==> config.mk <==
export PLATFORM = sky130hd
export DESIGN_NAME = scl_divgen
export DESIGN_NICKNAME = d
export VERILOG_FILES = /design/src/rtl/scl_pkg.sv /design/src/rtl/scl_tick_gen.sv /design/src/rtl/scl_offset_sel.sv /design/src/rtl/scl_phase_seq.sv /design/src/rtl/scl_divgen.sv
export SDC_FILE = /design/constraint.sdc
export NUM_CORES = 1
export LEC_CHECK = 0
export BUFFER_PORTS_ARGS = -buffer_cell sky130_fd_sc_hd__buf_2
export CAP_MARGIN = 20
export CORE_ASPECT_RATIO = 0.6
export CORE_MARGIN = 10
export CORE_UTILIZATION = 35
export DETAILED_ROUTE_END_ITERATION = 10
export REMOVE_ABC_BUFFERS = 1
export SLEW_MARGIN = 10
export SYNTH_ARGS = -nofsm -noshare
export SYNTH_HDL_FRONTEND = slang
export SYNTH_SLANG_ARGS = --single-unit
==> constraint.sdc <==
create_clock -name clk -period 8.5 [get_ports clk]
set_input_delay 2.55 -clock clk [delete_from_list [all_inputs] [get_ports clk]]
set_output_delay 2.55 -clock clk [all_outputs]
set_load 0.03 [all_outputs]
==> src/rtl/scl_pkg.sv <==
package scl_pkg;

  typedef enum logic [1:0] {
    PH_IDLE = 2'd0,
    PH_LOW  = 2'd1,
    PH_HIGH = 2'd2
  } phase_e;

  localparam int OFS_W = 3;

  // Phase stretch chosen by the prescaler setting.
  function automatic logic [OFS_W-1:0] phase_offset(input logic [31:0] psc);
    if (psc == 32'd0)      return 3'd7;
    else if (psc == 32'd1) return 3'd6;
    else                   return 3'd5;
  endfunction

endpackage

==> src/rtl/scl_tick_gen.sv <==
module scl_tick_gen #(
  parameter int CNT_W = 16
) (
  input  logic             clk,
  input  logic             rst,
  input  logic             en_i,
  input  logic [CNT_W-1:0] presc_i,
  output logic [CNT_W-1:0] psc_q_o,
  output logic             tick_o
);

  logic [CNT_W-1:0] psc_q;
  logic [CNT_W-1:0] pcnt;
  logic             wrap;

  assign wrap    = (pcnt == psc_q);
  assign psc_q_o = psc_q;

  always_ff @(posedge clk) begin
    if (rst) begin
      psc_q  <= '0;
      pcnt   <= '0;
      tick_o <= 1'b0;
    end else if (!en_i) begin
      psc_q  <= presc_i;
      pcnt   <= '0;
      tick_o <= 1'b0;
    end else if (wrap) begin
      pcnt   <= '0;
      tick_o <= 1'b1;
    end else begin
      pcnt   <= pcnt + CNT_W'(1);
      tick_o <= 1'b0;
    end
  end

  // prescaler frozen while enabled
  p_psc_frozen_r9: assert property (@(posedge clk) disable iff (rst)
    (en_i && $past(en_i)) |-> (psc_q == $past(psc_q)));

  // no back-to-back ticks unless dividing by one
  p_tick_gap_r2: assert property (@(posedge clk) disable iff (rst)
    (tick_o && psc_q != '0 && en_i) |=> !tick_o);

  // disabled divider emits no tick
  p_no_tick_off_r1: assert property (@(posedge clk) disable iff (rst)
    !en_i |=> !tick_o);

endmodule

==> src/rtl/scl_offset_sel.sv <==
module scl_offset_sel #(
  parameter int CNT_W        = 16,
  parameter bit FIXED_OFFSET = 1'b0
) (
  input  logic [CNT_W-1:0]            psc_i,
  output logic [scl_pkg::OFS_W-1:0]   ofs_o
);

  generate
    if (FIXED_OFFSET) begin : g_fixed
      logic [CNT_W-1:0] unused_psc;
      assign unused_psc = psc_i;
      assign ofs_o = 3'd6;
    end else begin : g_scaled
      assign ofs_o = scl_pkg::phase_offset(32'(psc_i));
    end
  endgenerate

endmodule

==> src/rtl/scl_phase_seq.sv <==
module scl_phase_seq #(
  parameter int CNT_W = 16
) (
  input  logic                      clk,
  input  logic                      rst,
  input  logic                      en_i,
  input  logic                      run_i,
  input  logic                      tick_i,
  input  logic [scl_pkg::OFS_W-1:0] ofs_i,
  input  logic [CNT_W-1:0]          low_i,
  input  logic [CNT_W-1:0]          high_i,
  output logic                      scl_o,
  output logic                      low_end_o,
  output logic                      high_end_o
);
  import scl_pkg::*;

  localparam int PW = CNT_W + 1;

  phase_e           st;
  logic [PW-1:0]    rem;
  logic [CNT_W-1:0] hi_q;
  logic             phase_done;
  logic             period_start;

  function automatic logic [PW-1:0] span(input logic [CNT_W-1:0] c,
                                         input logic [OFS_W-1:0] d);
    return {1'b0, c} + PW'(d) - PW'(1);
  endfunction

  assign phase_done   = tick_i && (st != PH_IDLE) && (rem == '0);
  assign period_start = tick_i && run_i &&
                        ((st == PH_IDLE) || (st == PH_HIGH && rem == '0));
  assign scl_o        = (st != PH_LOW);

  always_ff @(posedge clk) begin
    if (rst || !en_i) begin
      st         <= PH_IDLE;
      rem        <= '0;
      hi_q       <= '0;
      low_end_o  <= 1'b0;
      high_end_o <= 1'b0;
    end else begin
      low_end_o  <= 1'b0;
      high_end_o <= 1'b0;
      if (period_start) begin
        hi_q <= high_i;
        rem  <= span(low_i, ofs_i);
        st   <= PH_LOW;
        if (st == PH_HIGH) high_end_o <= 1'b1;
      end else if (phase_done) begin
        if (st == PH_LOW) begin
          st        <= PH_HIGH;
          rem       <= span(hi_q, ofs_i);
          low_end_o <= 1'b1;
        end else begin
          st         <= PH_IDLE;
          high_end_o <= 1'b1;
        end
      end else if (tick_i && st != PH_IDLE) begin
        rem <= rem - PW'(1);
      end
    end
  end

  // low-end strobe coincides with a rising serial clock
  p_low_end_rise_r7: assert property (@(posedge clk) disable iff (rst)
    low_end_o |-> (scl_o && !$past(scl_o)));

  // strobes only follow a tick
  p_strobe_on_tick_r7: assert property (@(posedge clk) disable iff (rst)
    (low_end_o || high_end_o) |-> $past(tick_i));

  // SCL only falls on a tick boundary
  p_fall_on_tick_r5: assert property (@(posedge clk) disable iff (rst)
    (!scl_o && $past(scl_o)) |-> $past(tick_i));

  // the two strobes never coincide
  p_one_strobe_r7: assert property (@(posedge clk) disable iff (rst)
    !(low_end_o && high_end_o));

  // disable forces SCL high next cycle
  p_abort_high_r11: assert property (@(posedge clk) disable iff (rst)
    !en_i |=> scl_o);

endmodule

==> src/rtl/scl_divgen.sv <==
module scl_divgen #(
  parameter int CNT_W        = 16,
  parameter bit FIXED_OFFSET = 1'b0
) (
  input  logic             clk,
  input  logic             rst,
  input  logic             mod_en,
  input  logic             run,
  input  logic [CNT_W-1:0] presc,
  input  logic [CNT_W-1:0] low_cnt,
  input  logic [CNT_W-1:0] high_cnt,
  output logic             scl_o,
  output logic             tick_o,
  output logic             low_end_o,
  output logic             high_end_o
);

  logic [CNT_W-1:0]            psc_q;
  logic                        tick;
  logic [scl_pkg::OFS_W-1:0]   ofs;

  scl_tick_gen #(.CNT_W(CNT_W)) u_tick (
    .clk     (clk),
    .rst     (rst),
    .en_i    (mod_en),
    .presc_i (presc),
    .psc_q_o (psc_q),
    .tick_o  (tick)
  );

  scl_offset_sel #(.CNT_W(CNT_W), .FIXED_OFFSET(FIXED_OFFSET)) u_ofs (
    .psc_i (psc_q),
    .ofs_o (ofs)
  );

  scl_phase_seq #(.CNT_W(CNT_W)) u_phase (
    .clk        (clk),
    .rst        (rst),
    .en_i       (mod_en),
    .run_i      (run),
    .tick_i     (tick),
    .ofs_i      (ofs),
    .low_i      (low_cnt),
    .high_i     (high_cnt),
    .scl_o      (scl_o),
    .low_end_o  (low_end_o),
    .high_end_o (high_end_o)
  );

  assign tick_o = tick;

  // reset leaves SCL released and outputs quiet
  p_reset_quiet_r1: assert property (@(posedge clk)
    $past(rst) |-> (scl_o && !tick_o && !low_end_o && !high_end_o));

endmodule

## Word-level counts from Yosys, hierarchy flattened

Cells that the tools add are included.

| operators by class | value |
|---|---|
| add/subtract/negate cells | 6 |
| equal/unequal tests | 6 |
| mux-type cells | 15 |
| bitwise gates (word level) | 2 |
| reduce and logical (&&, ||, !) cells | 19 |

Operators with widths:

| kind | number |
|---|---|
| $mux W17 | 4 |
| $sub A17 B1 Y17 const B | 3 |
| $add A16 B3 Y17 | 2 |
| $logic_not A17 Y1 | 1 |
| $add A16 B1 Y16 const B | 1 |
| $eq A16 B1 Y1 const B | 1 |
| $eq A16 B16 Y1 | 1 |
| $logic_not A16 Y1 | 1 |
| $mux W1 | 8 |
| $reduce_or A3 Y1 | 2 |
| $logic_and A1 B1 Y1 | 5 |
| $mux W2 | 2 |
| $reduce_bool A2 Y1 | 2 |
| $reduce_or A2 Y1 | 2 |
| $mux W3 | 1 |
| $ne A3 B3 Y1 const B | 1 |
| $reduce_bool A3 Y1 | 1 |
| $eq A2 B1 Y1 const B | 1 |
| $eq A2 B2 Y1 const B | 1 |
| $logic_not A2 Y1 | 1 |
| $logic_or A1 B1 Y1 | 2 |
| $ne A2 B1 Y1 const B | 1 |
| $not A1 Y1 | 2 |
| $reduce_and A2 Y1 | 1 |
| $logic_not A1 Y1 | 1 |

| storage, ports and cells | value |
|---|---|
| flip-flop bits (word level) | 70 |
| output and inout port bits | 4 |
| word-level logic and storage cells | 57 |

## Depth between registers and ports, before layout

| logic depth | value |
|---|---|
| depth in word-level cells | 8 |
| depth in mapped cells | 13 |
| depth with buffers taken out | 13 |

## Hierarchy

From an unflattened synthesis, not the netlist that was laid out.

| unflattened totals | value |
|---|---|
| cells, all modules | 637 |
| area, all modules | 5097.4 µm² |

Modules (own cells, without submodules):

| module | times used | cells an instance | area each (µm²) |
|---|---|---|---|
| scl_phase_seq | 1 | 475 | 3522.1 |
| scl_tick_gen | 1 | 153 | 1497.7 |
| scl_offset_sel | 1 | 9 | 77.6 |

## Worst setup path before layout

OpenSTA, ideal clock, no wires.

| path | value |
|---|---|
| kind | input -> register |
| start | in low_cnt[0] |
| end | reg u_phase.rem[15] |
| library setup time | 0.117 ns |
| arrival | 4.296 ns |
| path slack | 4.087 ns |
| cell stages on the path | 11 |
| buffers on the path | 0 |
| cells stage by stage | inv_1 > ha_1 > inv_1 > ha_1 > fa_1 > nand2_1 > nor4_1 > xor2_1 > a221o_1 > o21ba_2 > a2bb2oi_1 |

| between the ends | value |
|---|---|
| cells in the longest elaborated chain, start to end | 3 |

Ends and longest elaborated chain:

| what | RTL line | text |
|---|---|---|
| start: declaration | scl_divgen.sv:10 | `input logic [CNT_W-1:0] low_cnt,` |
| $add A16 B3 Y17 | scl_phase_seq.sv:28 | `return {1'b0, c} + PW'(d) - PW'(1);` |
| $sub A17 B1 Y17 | scl_phase_seq.sv:28 |  |
| $mux W17 | scl_phase_seq.sv:46 | `if (period_start) begin` |
| end signal: assignment | scl_phase_seq.sv:48 | `rem <= span(low_i, ofs_i);` |
| end signal: assignment | scl_phase_seq.sv:54 | `rem <= span(hi_q, ofs_i);` |
| end signal: assignment | scl_phase_seq.sv:61 | `rem <= rem - PW'(1);` |
| end: declaration | scl_phase_seq.sv:21 | `logic [PW-1:0] rem;` |

Every way passes these cells.
A chain may end at the register's enable or synchronous reset.

## Final worst setup path

Same ends and word-level chain as after synthesis.

==> flow_summary.ini <==
[synthesis]
synth_seq_cells = 70
synth_area_leaders = dfxtp_1, xor2_1, nand2_1, xnor2_1, nor2_1
syn_area_mm2 = 0.00412
synthCells = 516
synth_top_area_cell = dfxtp_1
ys_warn_count = 0
synth_edf_count = 0
synthFlopType = dfxtp_1
synth_cell_types = 57
avgSynthCellArea_um2 = 7.99
async_reset_ff_share_pct = 0
ys_seq_area_share_pct = 34.0
synth_top_area_share_pct = 34.0

[layout]
final-seq-area_mm2 = 0.00140
syn2layout_area_growth_pct = 18.0
num_antenna_cells = 0
n_fill_cell = 1198
layout_commonest_cell = dfxtp_1
multi_input_area_mm2 = 0.00257
layout.nets = 626
drive_gt1_share_pct = 14.6
final_cell_mix = dfxtp_1, nand2_1, buf_2, nor2_1, xor2_1
post-route-cell-area_mm2 = 0.00487

[clock_tree]
clk_path_buf_depth = 2
hold_buffers = 0
clkTransAtPathRegs_ps = 50
root_buffer = clkbuf_16
cts_tree = built
clock_sinks = 70
clk_latency_ps = 330
cts_resized = 0
htreeDepth = 3
numCtsBuffers = 9
cts_setup_buffers = 0

[timing]
fmax_mhz = 228
tightest_slew_ps = 1080
fin_crit_sh_pct = 51.7
grt_setup_unrepaired = no
hold_viol = 0
finalSetupViolations = 0
skew_ps = 9.83
tns_ps = 0
drv_slew = 0
whs_ps = 454
relSlewSlack_pct = 27.7
period_minus_slack_ps = 4390

[routing]
drtPass1Iterations = 5
drt-initial-drc-count = 349
ant_nets = 0
wl_per_cell_um = 17.2
drc = 0
vias = 3970
drt_wl_total_um = 12500
vias_per_cell = 5.45

[floorplan]
rows = 30
coreArea_mm2 = 0.0114
die_h_um = 104
die_area_mm2 = 0.0167
io_pins = 56
die_w_um = 160
initial_utilization_pct = 36.1

[grt]
grt_max_degree = 29
grt_pass1_wl_um = 20400
grt_usage_pct = 14.8
antenna_found_initial = 0
grt-ovfl-total = 0
grt_pass1_vias = 3846

[run]
cap_violations = 0

[critical_path]
cp-start-kind = input pin
cp-end-kind = flip-flop
path_class = input pin to flip-flop
critPathArrivalTime_ps = 4610
crit_fanout = 5
cp_cell_sequence = buf_2 -> inv_1 -> ha_1 -> inv_1 -> ha_1 -> fa_1 -> nand2_1 -> nor4_1 -> xor2_1 -> a221o_1 -> o21ba_2 -> a2bb2oi_1
cp.required_ps = 8720
cpPeakStageDelay_ps = 490
cp_slowest_cell = fa_1
worst-path-buf-inv = 3
cpLargestDelayFamily = adder cells

[place]
routabilityCongestion = 0.926
io_buffers = 55
post-dp-hpwl_um = 9790
place_area_mm2 = 0.00453

[pwr]
fin_total_pwr_w = 0.000822
powerDensity_mw_per_mm2 = 169
leakagePower_nw = 1.98
vdd_drop_max_v = 0.000104

[min_path]
hp-class = flip-flop to flip-flop

[status]
status = finished, final reports clean
-- final timing paths --
| check | slack, ps | startpoint | cells past startpoint | end |
|---|---|---|---|---|
| min reg2reg | 450 | u_phase.hi_q[0] | 2 | u_phase.hi_q[0] |
| max | 4110 | low_cnt[0] | 12 | u_phase.rem[15] |
| min | 450 | u_phase.hi_q[0] | 2 | u_phase.hi_q[0] |
| max reg2reg | 4820 | u_tick.psc_q_o[15] | 13 | u_phase.rem[15] |
-- report_power, final --
group,total (W),switching [W],internal [W]
sequential,0.000341,0.00000662,0.000334
combinational,0.0000745,0.0000431,0.0000314
clock,0.000407,0.000135,0.000271
total,0.000822,0.000185,0.000637
-- per-layer routing --
metal	vias to the layer above	global-route usage [%]	wire, µm
li1	1933	-	-
met1	1858	22.3	6490
met2	163	19.3	4880
met3	16	4.23	1010
met4	0	4.44	150
met5	-	0	0
-- per-stage QoR --
stage / util, % / setup slack, ps / cells
finish: 42.7 / 4110 / 728
global route: 42.7 / 3980 / 728
CTS: 42.6 / 4020 / 727
detailed placement: 39.7 / 3650 / 712
global placement: 39.7 / 3790 / 712
floorplan: - / 4090 / 493
-- layout make-up --
class	count	share of cell area, %
Inverter	14	1.08
Timing Repair Buffer	60	6.50
Sequential cell	70	28.8
Clock buffer	12	5.27
Multi-Input combinational cell	409	52.9
Tap cell	160	4.11
Clock inverter	3	1.39
-- sequential cells by signal (all words and copies together), names as in the netlist --
register	count
u_phase.hi_q	16
u_tick.pcnt	16
u_tick.psc_q_o	16
u_phase.low_end_o	1
u_phase.high_end_o	1
u_phase.st	2
u_phase.rem	17
u_tick.tick_o	1
-- Yosys cell counts (all sizes together) (6+ instances only) --
cell type,number
nor4,18
a21o,6
nand2,61
inv,14
o21ai,20
nor2,54
nand3,27
or4,7
xnor2,25
clkbuf,18
a31oi,6
nor3,9
and3,6
dfxtp,70
a21oi,35
xor2,38
ha,8
nand4,13
mux2i,17
-- logic make-up after synthesis --
group	after synthesis	share of synthesized area (%)
and+or+nand+nor	215	25.3
AOI/OAI and AO/OA	104	16.2
DFF	70	34.0
xor gates and xnor gates	63	13.4
buffers and inverters	37	3.64
muxes	17	4.13
adders and majority gates	10	3.40
-- worst register-to-register path, stage by stage, from the launching register on --
cell and delay, ps:
dfxtp_1 360, nor4_1 390, nand4_1 370, nor2_1 310, ha_1 190, inv_1 40
ha_1 200, fa_1 420, nand4_1 230, nor4_1 110, mux2i_1 210, a221o_1 420
o21ba_2 210, a2bb2oi_1 120
(Power assumes the default switching activity.)
